==> config.mk <==
export PLATFORM = sky130hd
export DESIGN_NAME = noise_health_mon
export DESIGN_NICKNAME = d
export VERILOG_FILES = /design/src/rtl/nhm_pkg.sv /design/src/rtl/nhm_warmup.sv /design/src/rtl/nhm_const_run.sv /design/src/rtl/nhm_pair_run.sv /design/src/rtl/noise_health_mon.sv
export SDC_FILE = /design/constraint.sdc
export NUM_CORES = 1
export LEC_CHECK = 0
export CAP_MARGIN = 20
export CORE_MARGIN = 2
export CORE_UTILIZATION = 24
export CTS_CLUSTER_SIZE = 28
export DETAILED_ROUTE_END_ITERATION = 8
export PLACE_DENSITY_LB_ADDON = 0.15
export SLEW_MARGIN = 20
export SYNTH_ARGS = -nofsm -noshare
export SYNTH_HDL_FRONTEND = slang
export SYNTH_SLANG_ARGS = --single-unit
export TNS_END_PERCENT = 10
==> constraint.sdc <==
create_clock -name clk -period 1.6 [get_ports clk]
set_input_delay 0.32 -clock clk [delete_from_list [all_inputs] [get_ports clk]]
set_output_delay 0.32 -clock clk [all_outputs]
set_load 0.01 [all_outputs]
==> src/rtl/nhm_pkg.sv <==
package nhm_pkg;

    localparam int NHM_NUM_SRC     = 2;
    localparam int NHM_CONST_LIMIT = 64;
    localparam int NHM_PAIR_LIMIT  = 32;
    localparam int NHM_START_DELAY = 4;

    // Pair encodings in {first_bit, second_bit} order
    localparam logic [1:0] PAIR_01 = 2'b01;
    localparam logic [1:0] PAIR_10 = 2'b10;

    function automatic logic is_alt_pair(input logic [1:0] p);
        return (p == PAIR_01) || (p == PAIR_10);
    endfunction

endpackage

==> src/rtl/nhm_warmup.sv <==
module nhm_warmup #(
    parameter int START_DELAY = nhm_pkg::NHM_START_DELAY
) (
    input  logic clk,
    input  logic rst_n,
    input  logic clr,
    output logic ready_o
);
    localparam int WW = $clog2(START_DELAY + 2);
    localparam logic [WW-1:0] DONE = WW'(START_DELAY);

    typedef struct packed {
        logic [WW-1:0] cnt;
    } warm_t;

    warm_t st_d, st_q;

    always_comb begin
        st_d = st_q;
        if (clr) begin
            st_d.cnt = '0;
        end else if (st_q.cnt < DONE) begin
            st_d.cnt = st_q.cnt + 1'b1;
        end
    end

    always_ff @(posedge clk or negedge rst_n) begin
        if (!rst_n) st_q <= '0;
        else        st_q <= st_d;
    end

    assign ready_o = (st_q.cnt == DONE);

endmodule

==> src/rtl/nhm_const_run.sv <==
module nhm_const_run #(
    parameter int LIMIT = nhm_pkg::NHM_CONST_LIMIT
) (
    input  logic clk,
    input  logic rst_n,
    input  logic clr,
    input  logic smp,
    input  logic bit_i,
    output logic fail_o
);
    localparam int CW = $clog2(LIMIT + 2);
    localparam logic [CW-1:0] LIM = CW'(LIMIT);
    localparam logic [CW-1:0] SAT = CW'(LIMIT + 1);

    typedef struct packed {
        logic          have;
        logic          prev;
        logic [CW-1:0] cnt;
    } run_t;

    run_t st_d, st_q;
    logic same;

    always_comb begin
        st_d = st_q;
        same = st_q.have && (bit_i == st_q.prev);
        if (clr) begin
            st_d = '0;
        end else if (smp) begin
            if (same) begin
                if (st_q.cnt != SAT) st_d.cnt = st_q.cnt + 1'b1;
            end else begin
                st_d.cnt = CW'(1);
            end
            st_d.prev = bit_i;
            st_d.have = 1'b1;
        end
    end

    always_ff @(posedge clk or negedge rst_n) begin
        if (!rst_n) st_q <= '0;
        else        st_q <= st_d;
    end

    // the sample that would make the run longer than LIMIT
    assign fail_o = smp && !clr && same && (st_q.cnt >= LIM);

endmodule

==> src/rtl/nhm_pair_run.sv <==
module nhm_pair_run #(
    parameter int LIMIT = nhm_pkg::NHM_PAIR_LIMIT
) (
    input  logic clk,
    input  logic rst_n,
    input  logic clr,
    input  logic smp,
    input  logic bit_i,
    output logic fail_o
);
    import nhm_pkg::*;

    localparam int CW = $clog2(LIMIT + 2);
    localparam logic [CW-1:0] LIM = CW'(LIMIT);
    localparam logic [CW-1:0] SAT = CW'(LIMIT + 1);

    typedef struct packed {
        logic          phase;     // 1: first bit of pair held
        logic          half;
        logic          have_pair;
        logic [1:0]    last_pair;
        logic [CW-1:0] cnt;
    } pr_t;

    pr_t st_d, st_q;
    logic [1:0] pair;
    logic       repeat_alt;

    always_comb begin
        st_d       = st_q;
        pair       = {st_q.half, bit_i};
        repeat_alt = st_q.phase && st_q.have_pair &&
                     (pair == st_q.last_pair) && is_alt_pair(pair);
        if (clr) begin
            st_d = '0;
        end else if (smp) begin
            if (!st_q.phase) begin
                st_d.half  = bit_i;
                st_d.phase = 1'b1;
            end else begin
                if (repeat_alt) begin
                    if (st_q.cnt != SAT) st_d.cnt = st_q.cnt + 1'b1;
                end else begin
                    st_d.cnt = CW'(1);
                end
                st_d.last_pair = pair;
                st_d.have_pair = 1'b1;
                st_d.phase     = 1'b0;
            end
        end
    end

    always_ff @(posedge clk or negedge rst_n) begin
        if (!rst_n) st_q <= '0;
        else        st_q <= st_d;
    end

    assign fail_o = smp && !clr && repeat_alt && (st_q.cnt >= LIM);

endmodule

==> src/rtl/noise_health_mon.sv <==
module noise_health_mon #(
    parameter int NUM_SRC     = nhm_pkg::NHM_NUM_SRC,
    parameter int CONST_LIMIT = nhm_pkg::NHM_CONST_LIMIT,
    parameter int PAIR_LIMIT  = nhm_pkg::NHM_PAIR_LIMIT,
    parameter int START_DELAY = nhm_pkg::NHM_START_DELAY
) (
    input  logic               clk,
    input  logic               rst_n,
    input  logic               enable,
    input  logic [NUM_SRC-1:0] noise_bits,
    output logic               sample_en,
    output logic               seed_err
);
    typedef struct packed {
        logic err;
    } top_t;

    top_t st_d, st_q;

    logic               clr;
    logic               ready;
    logic               smp;
    logic [NUM_SRC-1:0] const_fail;
    logic [NUM_SRC-1:0] pair_fail;

    assign clr = !enable;
    assign smp = enable && ready && !st_q.err;

    nhm_warmup #(.START_DELAY(START_DELAY)) u_warm (
        .clk     (clk),
        .rst_n   (rst_n),
        .clr     (clr),
        .ready_o (ready)
    );

    for (genvar s = 0; s < NUM_SRC; s++) begin : g_src
        nhm_const_run #(.LIMIT(CONST_LIMIT)) u_const (
            .clk    (clk),
            .rst_n  (rst_n),
            .clr    (clr),
            .smp    (smp),
            .bit_i  (noise_bits[s]),
            .fail_o (const_fail[s])
        );
        nhm_pair_run #(.LIMIT(PAIR_LIMIT)) u_pair (
            .clk    (clk),
            .rst_n  (rst_n),
            .clr    (clr),
            .smp    (smp),
            .bit_i  (noise_bits[s]),
            .fail_o (pair_fail[s])
        );
    end

    always_comb begin
        st_d = st_q;
        if (clr) begin
            st_d.err = 1'b0;               // clear wins
        end else if (|const_fail || |pair_fail) begin
            st_d.err = 1'b1;               // latched
        end
    end

    always_ff @(posedge clk or negedge rst_n) begin
        if (!rst_n) st_q <= '0;
        else        st_q <= st_d;
    end

    assign seed_err  = st_q.err;
    assign sample_en = ready && !st_q.err;

endmodule

# Word-level counts from Yosys, hierarchy flattened
# Cells that the tools add are included.
[totals] regBits=44 output_inout_bits=2
[classes] n_eq_ne=24 n_reduce_logical=34 magnitude_cmp=5 add_sub_neg=5 mux=26
[ops] op="$mux 9" count=6
[ops] op="$mux 11" count=4
[ops] op="$mux 7" count=4
[ops] op="$mux 6" count=4
[ops] op="$logic_and 1x1->1" count=20
[ops] op="$add 7x1->7 const B" count=2
[ops] op="$ge 7x7->1 const B" count=2
[ops] op="$ne 7x7->1 const B" count=2
[ops] op="$add 6x1->6 const B" count=2
[ops] op="$ge 6x6->1 const B" count=2
[ops] op="$ne 3x3->1 const B" count=4
[ops] op="$ne 6x6->1 const B" count=2
[ops] op="$reduce_and 2->1" count=6
[ops] op="$ne 2x1->1 const B" count=5
[ops] op="$mux 1" count=6
[ops] op="$mux 3" count=2
[ops] op="$reduce_and 3->1" count=2
[ops] op="$eq 2x1->1 const B" count=2
[ops] op="$eq 2x2->1" count=2
[ops] op="$eq 2x2->1 const B" count=2
[ops] op="$ne 2x2->1 const B" count=2
[ops] op="$reduce_or 2->1" count=2
[ops] op="$add 3x1->3 const B" count=1
[ops] op="$eq 3x3->1 const B" count=1
[ops] op="other kinds (4)" count=7

# Logic depth before layout (Yosys ltp)
# Gate-level depths: netlist (run 1).
[logic_depth] ltp_word=10 depth_mapped=8 depth_no_buf=7

# Modules after synthesis
# A second synthesis (run 1) with hierarchy kept.
[unflattened] hier_cells=269 area_unflattened_um2=2546.2
[by_module_without_submodules] mod="nhm_pair_run" instances=2 seq_area_each_um2=275.3 cells_each=69 area_per_inst_um2=645.6
[by_module_without_submodules] mod="nhm_const_run" instances=2 seq_area_each_um2=225.2 cells_each=55 area_per_inst_um2=524.3
[by_module_without_submodules] mod="nhm_warmup" instances=1 seq_area_each_um2=75.1 cells_each=14 area_per_inst_um2=148.9
[by_module_without_submodules] mod="noise_health_mon" instances=1 seq_area_each_um2=25.0 cells_each=7 area_per_inst_um2=57.6

# Worst setup path before layout (run 1)
# Ideal clock, no wire load.
[synth_timing] path_type="register to register" start="reg u_warm.st_q[0] in the netlist's numbering" end="reg g_src[0].u_pair.st_q[3] in the netlist's numbering" n_path_buf=0 path_slack_ns=-0.058 required_ns=1.508 setup_time_ns=0.092 path_stages_with_launch=8 synth_period_minus_slack_ns=1.658 arrival_time_ns=1.566 path_cell_list="dfrtp_1 -> inv_1 -> ha_1 -> nand3b_2 -> clkinv_2 -> nand2_4 -> or4_4 -> o31ai_2"
[synth_via] elab_chain_cells=5
[synth_rtl] element="start, declared" line_no="nhm_warmup.sv:16" text="warm_t st_d, st_q;"
[synth_rtl] element="start signal, assigned" line_no="nhm_warmup.sv:29" text="else st_q <= st_d;"
[synth_rtl] element="$eq 3x3->1" line_no="nhm_warmup.sv:32" text="assign ready_o = (st_q.cnt == DONE);"
[synth_rtl] element="$logic_and 1x1->1 (2 in series)" line_no="noise_health_mon.sv:27" text="assign smp = enable && ready && !st_q.err;"
[synth_rtl] element="$ne 2x1->1 (no line)"
[synth_rtl] element="$reduce_and 3->1 (no line)"
[synth_rtl] element="end signal, assigned" line_no="nhm_pair_run.sv:55" text="else st_q <= st_d;"
[synth_rtl] element="end, declared" line_no="nhm_pair_run.sv:25" text="pr_t st_d, st_q;"
# Every way passes these cells.
# A chain may end at the register's enable or synchronous reset.

# Worst setup path after layout (run 1)
[layout_timing] start="in noise_bits[1]" end="reg g_src[1].u_pair.st_q[5] in the netlist's numbering"
[layout_via] elab_chain_cells=7 elab_cells_between_ends=12
[layout_rtl] element="start, declared" line_no="noise_health_mon.sv:10" text="input logic [NUM_SRC-1:0] noise_bits,"
[layout_rtl] element="$eq 2x2->1 (tied with other cells)" line_no="nhm_pair_run.sv:33" text="(pair == st_q.last_pair) && is_alt_pair(pair);"
[layout_rtl] element="$logic_and 1x1->1 or $logic_or 1x1->1 (tied branches)" line_no="nhm_pair_run.sv:32, nhm_pkg.sv:13"
[layout_rtl] element="$logic_and 1x1->1 (*)" line_no="nhm_pair_run.sv:33"
[layout_rtl] element="$mux 6" line_no="nhm_pair_run.sv:41" text="if (repeat_alt) begin"
[layout_rtl] element="$mux 9" line_no="nhm_pair_run.sv:37" text="if (!st_q.phase) begin"
[layout_rtl] element="$mux 11" line_no="nhm_pair_run.sv:36" text="end else if (smp) begin"
[layout_rtl] element="$mux 11" line_no="nhm_pair_run.sv:34" text="if (clr) begin"
[layout_rtl] element="end signal, assigned" line_no="nhm_pair_run.sv:55"
[layout_rtl] element="end, declared" line_no="nhm_pair_run.sv:25"
# Every way passes the cells marked *; elsewhere a longest branch is shown, timed or not. The select of a mux whose other input is x is not followed.

==> impl_metrics.py, run 1 <==
metrics = {
    "status": {
        "run_status": "complete, but fails checks",
        "failing_checks": "hold timing, setup timing",
    },
    "routing": {
        "drt_pass1_iterations": 4,
        "post_drt_wl_per_cell_microns": 13.8,
        "drt-initial-drc-count": 68,
        "drt.antenna.violating_nets": 0,
        "viasPerCell": 4.74,
        "drt-total-wl_microns": 6260,
        "drc": 0,
        "vias": 2142,
    },
    "run": {
        "cap_violations": 0,
    },
    "cells_and_area": {
        "finalNonFillerCells": 452,
        "layout-drive-gt1-share_pct": 29.4,
        "design.final.nets": 334,
        "synthToLayoutAreaGrowth_pct": 31.2,
        "num_antenna_cells": 0,
        "final_design_area_no_fill_sq_um": 3250,
        "final_core_util_pct": 32.0,
        "fillers": 1093,
    },
    "clock_network": {
        "cts.reportedPaths.clkPinSlew_ns": 0.08,
        "cts_tree": "built",
        "h-tree-depth": 2,
        "clock_latency_ns": 0.29,
        "cts_root_buffer": "clkbuf_8",
        "cts_buffer_depth": 2,
        "cts-buffers-inserted": 5,
        "cts_sinks": 43,
    },
    "synthesis": {
        "yosys.cell_types.count": 49,
        "dominant_cell_by_count_in_the_synthesized_netlist": "dfrtp_1",
        "yosysTopAreaCell": "dfrtp_1",
        "synth.top_cells.by_count": "dfrtp_1, nand2_1, nor2_1, nand3_1, a21oi_1",
        "synth_area_leaders": "dfrtp_1, ha_1, nand2_1",
        "yosysTopAreaCellShare_pct": 43.4,
        "seq_total_area_yosys_pct": 43.4,
        "yosys_warnings": 0,
        "postSynth.asyncResetShare_pct": 100,
        "synth.net_count": 283,
        "synth_top_flop_cell": "dfrtp_1",
        "netlist_area_sq_um": 2480,
        "syn-mean-instance-area_sq_um": 9.32,
        "number_of_enable_type_register_cells_in_the_synthesized_netlist": 0,
        "total_of_flip_flops_plus_latches_after_synthesis": 43,
        "post_synth_inst_count": 266,
    },
    "setup_path": {
        "cp_max_fo": 5,
        "r2r.worst_path.cells": 4,
        "worst_setup_path_start_kind": "input pin",
        "crit_type": "input pin to flip-flop",
        "end_kind": "flip-flop",
        "rrSetupSlack_ns": -0.05,
        "required_ns": 1.78,
        "critical_path_arrival_ns": 1.84,
    },
    "power": {
        "power.static_leakage_nw": 1.42,
        "total_power_mw": 2.15,
        "pwr_density_cell_nw_per_um2": 661,
        "ir_drop_v": 0.000295,
    },
    "global_routing": {
        "grt.met2_usage_pct": 18.9,
        "global_route.overflow_total": 0,
        "global_route.usage.met3_pct": 2.35,
        "grt.busiest_layer": "met2",
        "antenna_found_initial": 0,
        "grt_first_pass_wirelength_microns": 11000,
        "number_of_global_route_vias_before_repair": 2198,
        "grt.met1_usage_pct": 17.2,
        "maximum_number_of_pins_on_one_net_before_global_route_repair": 44,
        "grt_util_all_layers_pct": 12.2,
    },
    "die": {
        "fp.coreArea_sq_um": 10200,
        "floorplan.die_area_sq_um": 11200,
        "initial_core_utilization_pct": 24.3,
        "fp.dieH_microns": 106,
        "core.rowCount": 37,
        "num_io_pins": 7,
        "die-width_microns": 106,
    },
    "timing": {
        "report.final.hold_viol_count": 6,
        "slew_violations": 0,
        "finalCriticalPeriod_ns": 1.66,
        "rsz0062_at_grt": "true",
        "fmax_mhz": 603,
        "tightestPinTransition_ns": 0.399,
        "timing.setup.tns_ns": -0.299,
        "final_worst_setup_slack_ns": -0.0584,
        "min_period_over_period_pct": 104,
        "clock_skew_ns": 0.00240,
        "setup-violations-final": 10,
        "hold-worst-slack_ns": -0.0189,
        "max_slew_margin_pct": 73.2,
    },
    "placement": {
        "worst_setup_slack_before_clock_tree_synthesis_ns": -0.425,
        "numPortBuffers": 6,
        "gpl.final_weighted_congestion": 0.702,
        "placedInstanceArea_sq_um": 3050,
        "place_hpwl_microns": 4280,
        "dp.cells": 442,
    },
    "min_path": {
        "hold_class": "input pin to asynchronous set/reset pin",
    },
}
==> flip-flops by register name (all words and copies together), names as in the netlist <==
| name | flops |
|---|---|
| seed_err | 1 |
| g_src.u_pair.st_q | 20 |
| g_src.u_const.st_q | 17 |
| u_warm.st_q | 3 |
| g_src.u_pair.pair | 2 |
==> area by class of cell <==
class                   instances  area, sq um  area share [%]
flip-flops and latches         43         1080            33.1
inverters                      11         48.8            1.50
repair buffers                 56          459            14.1
multi-input cells             200         1430            43.9
well taps                     136          170            5.23
clock buffers                   6         72.6            2.23
==> worst max-delay path, stage by stage <==
cell             delay [ns]
clkdlybuf4s50_1        0.50
and4bb_2               0.28
o2111ai_2              0.21
a21oi_2                0.08
buf_4                  0.16
a211o_1                0.29
==> cells by family after synthesis <==
kind of cell / after synthesis / share of synthesized area [%]
and+or+nand+nor: 116 / 25.8
AOI/OAI and AO/OA: 64 / 18.1
buffers and inverters: 23 / 3.63
DFF: 43 / 43.4
xor gates and xnor gates: 5 / 1.77
adders and majority gates: 12 / 6.05
muxes: 3 / 1.21
==> power by group <==
group / switching (mW) / total [mW] / internal (mW)
Clock: 0.365 / 0.657 / 0.292
Sequential: 0.0314 / 1.14 / 1.11
Combinational: 0.176 / 0.349 / 0.174
Total: 0.572 / 2.15 / 1.58
==> what timing repair did <==
action / 4_1_cts / 5_1_grt
endpoints found under the setup margin: 19 / 23
resized for setup: 18 / 15
hold buffers: 0 / 0
pin swaps: 9 / 2
setup buffers: 3 / 2
==> cell usage in the layout (no fill, tap or decap), types with 3 or more instances in the layout <==
cell,Yosys,final
buf_4,0,46
dfrtp_1,43,43
nand2_1,35,35
nor2_1,16,16
nand3_1,15,14
a21oi_1,14,13
o21a_1,10,10
ha_1,12,10
and3_1,9,9
o22ai_1,8,8
inv_1,10,6
nand3b_1,6,6
o21ai_0,7,5
clkbuf_8,0,5
inv_2,0,4
and4bb_2,2,4
nor4_1,7,4
nand2b_1,4,4
and2_1,3,3
a211o_1,3,3
or4_1,3,3
a31oi_1,3,3
xnor2_1,4,3
mux2i_1,3,3
a31o_2,3,3
a32o_1,3,3
==> worst paths after layout <==
path                                    startpoint                        to
max                                  noise_bits[1]   g_src[1].u_pair.st_q[5]
max reg2reg                g_src[0].u_pair.st_q[6]   g_src[0].u_pair.st_q[3]
min reg2reg                g_src[1].u_pair.st_q[2]   g_src[1].u_pair.st_q[2]
min in group clk                     noise_bits[0]   g_src[0].u_pair.st_q[6]
min                                          rst_n   g_src[0].u_pair.st_q[2]
max in group asynchronous                    rst_n  g_src[0].u_const.st_q[4]
==> layer usage <==
| metal | part of all wire [%] | wire (microns) |
|---|---|---|
| met5 | 0 | 0 |
| met1 | 53 | 3300 |
| met3 | 2.0 | 125 |
| met4 | 1.1 | 70 |
| met2 | 44 | 2760 |
Note: power is estimated with default switching activity, not from simulation.
==> run 2, diff against run 1 <==
SLEW_MARGIN = not set   (was 20)
==> results of run 2 <==
No change in the layout: final DEF, timing and power equal those of run 1.
==> run 3, diff against run 2 <==
CORE_MARGIN = 3   (was 2)
==> run 3 against run 2 <==
The run ends with setup timing left. Via count increased by 1.5%. Core utilization grew 1.6 points. Sequential power barely moved. Cell area up 2.2%. Die area up 3.8%. Critical path depth is 1 higher. Sequential cell count unchanged. Combinational power barely moved. Largest power group unchanged. Highest routed layer unchanged. Clock skew grew 0.0044 ns. Maximum frequency fell by 0.99%.
==> impl_metrics.py, run 3 (same netlist as run 1, synthesis figures left out) <==
metrics = {
    "cells_and_area": {
        "synthToLayoutAreaGrowth_pct": 34.1,
        "regMostFlops": "g_src.u_pair.st_q",
        "design.final.nets": 334,
        "final_design_area_no_fill_sq_um": 3330,
        "reg.largest.list": "g_src.u_pair.st_q (20), g_src.u_const.st_q (17), u_warm.st_q (3)",
        "num_antenna_cells": 0,
        "most-common-layout-cells": "buf_4, dfrtp_1, nand2_1",
        "layout-drive-gt1-share_pct": 28.6,
        "final_common_cell": "buf_4",
        "largest_register_ff_count": 20,
    },
    "power": {
        "power.share.sequential_pct": 50.4,
        "combPwrFrac_pct": 15.3,
        "p_sw_share_pct": 26.3,
        "intPower_mw": 1.68,
        "pwr_density_cell_nw_per_um2": 685,
        "total_net_switching_power_mw": 0.600,
        "ir_drop_v": 0.000282,
        "total_power_mw": 2.28,
        "power_frac_clock_pct": 34.3,
        "power.static_leakage_nw": 1.45,
    },
    "setup_path": {
        "crit_path_start": "u_warm.st_q[1]",
        "critical_path.top_delay_family": "simple AND/OR/NAND/NOR gates",
        "crit_chain": "inv_2 > ha_4 > nand3b_4 > clkinv_8 > nand2_8 > or4_4 > o31ai_2",
        "worst_setup_path_start_kind": "flip-flop",
        "critical_path_arrival_ns": 1.90,
        "cp_max_fo": 7,
        "critical_path.slowest_cell": "or4_4",
        "cp_num_buf_inv": 2,
        "rr_startpoint": "u_warm.st_q[1]",
        "required_ns": 1.82,
        "end_kind": "flip-flop",
        "cpPeakStageDelay_ns": 0.55,
        "crit_type": "flip-flop to flip-flop",
    },
    "placement": {
        "place_hpwl_microns": 4400,
        "gpl.final_weighted_congestion": 0.740,
        "placedInstanceArea_sq_um": 3060,
        "numPortBuffers": 6,
    },
    "clock_network": {
        "cts_sinks": 43,
        "cts_buffer_depth": 2,
        "cts-buffers-inserted": 5,
        "cts_tree": "built",
        "clock_latency_ns": 0.30,
        "cts_root_buffer": "clkbuf_8",
        "cts.reportedPaths.clkPinSlew_ns": 0.09,
        "h-tree-depth": 2,
    },
    "timing": {
        "slew_violations": 0,
        "clock_skew_ns": 0.00676,
        "setup-violations-final": 6,
        "min_period_over_period_pct": 105,
        "finalCriticalPeriod_ns": 1.67,
        "max_slew_margin_pct": 69.3,
        "tightestPinTransition_ns": 0.460,
        "fmax_mhz": 597,
        "final_worst_setup_slack_ns": -0.0750,
        "rsz0062_at_grt": "true",
        "report.final.hold_viol_count": 0,
    },
    "routing": {
        "drt_pass1_iterations": 4,
        "drt-total-wl_microns": 6220,
        "drt-initial-drc-count": 85,
        "post_drt_wl_per_cell_microns": 13.8,
        "drt.antenna.violating_nets": 0,
        "vias": 2174,
        "viasPerCell": 4.82,
        "drc": 0,
    },
    "global_routing": {
        "maximum_number_of_pins_on_one_net_before_global_route_repair": 22,
        "antenna_found_initial": 0,
        "grt_first_pass_wirelength_microns": 10500,
        "number_of_global_route_vias_before_repair": 2177,
        "global_route.overflow_total": 0,
        "grt_util_all_layers_pct": 11.4,
    },
    "min_path": {
        "hold_class": "input pin to flip-flop",
        "holdCritStartpoint": "noise_bits[1]",
    },
    "die": {
        "core.rowCount": 36,
        "fp.dieH_microns": 108,
        "floorplan.die_area_sq_um": 11600,
        "num_io_pins": 7,
        "fp.coreArea_sq_um": 9910,
        "die-width_microns": 108,
        "initial_core_utilization_pct": 25.0,
    },
    "status": {
        "run_status": "complete, but fails checks",
        "failing_checks": "setup timing",
    },
    "run": {
        "cap_violations": 0,
    },
}
## run 3: cell types whose count changed in the layout (fill, tap and decap cells not counted), moves of 2 or more
cell / delta
and4bb_2: -2
clkbuf_8: +2
o21ai_0: +2
o21ai_1: -2
## run 3: metrics by stage
| stage | TNS, ns | setup WS [ns] | utilization (%) | instances | hold WS, ns |
|---|---|---|---|---|---|
| 2_1_floorplan | -0.0451 | -0.0282 | - | 266 | 0.0244 |
| 6_report | -0.214 | -0.0750 | 33.6 | 451 | 0.330 |
| 3_3_place_gp | -8.26 | -0.394 | 30.9 | 439 | 0.300 |
| 5_1_grt | -1.46 | -0.152 | 33.6 | 451 | 0.344 |
| 3_5_place_dp | -8.67 | -0.426 | 30.9 | 439 | 0.306 |
| 4_1_cts | -0.547 | -0.0986 | 32.2 | 448 | 0.444 |
## run 3: cell type report
cell class,instances,area (sq um)
clock buffers,8,100
inverters,11,53.8
flip-flops and latches,43,1080
repair buffers,56,470
fillers,1020,6580
multi-input cells,200,1460
well taps,133,166
## run 3: what timing repair did
action	CTS	global route
buffers inserted	0	3
gates resized for setup	8	20
endpoints found under the hold margin	14	0
pin swaps	6	4
hold buffers	1	0
endpoints found under the setup margin	19	22
## run 3: path summary, 6_finish.rpt
path | end | slack (ns) | cells after the start
min in group asynchronous | g_src[0].u_pair.st_q[8] | 0.50 | 2
worst min-delay path | g_src[1].u_pair.st_q[6] | 0.33 | 3
max in group asynchronous | g_src[1].u_const.st_q[2] | 0.65 | 3
worst min register to register | g_src[1].u_pair.st_q[2] | 0.55 | 1
worst max-delay path | g_src[0].u_pair.st_q[3] | -0.07 | 7
worst max register to register | g_src[0].u_pair.st_q[3] | -0.07 | 7
## run 3: worst register-to-register path: stages (launching register included)
cell and delay, ns:
dfrtp_1 0.39, inv_2 0.07, ha_4 0.14, nand3b_4 0.11
clkinv_8 0.10, nand2_8 0.06, or4_4 0.55, o31ai_2 0.18
## run 3: power by group through the flow
stage | Clock (mW) | Sequential (mW) | Combinational (mW)
finish | 0.781 | 1.15 | 0.348
global route | 0.865 | 1.15 | 0.392
CTS | 0.819 | 1.14 | 0.336
detailed placement | 0 | 1.17 | 0.330
global placement | 0 | 1.17 | 0.328
floorplan | 0 | 1.16 | 0.164
## run 3: routing by layer
layer,global-route usage [%],up-vias,wire (microns)
li1,-,1076,-
met1,15.5,1068,3070
met2,18.1,23,2930
met3,2.22,7,154
met4,3.70,0,68
met5,0,-,0
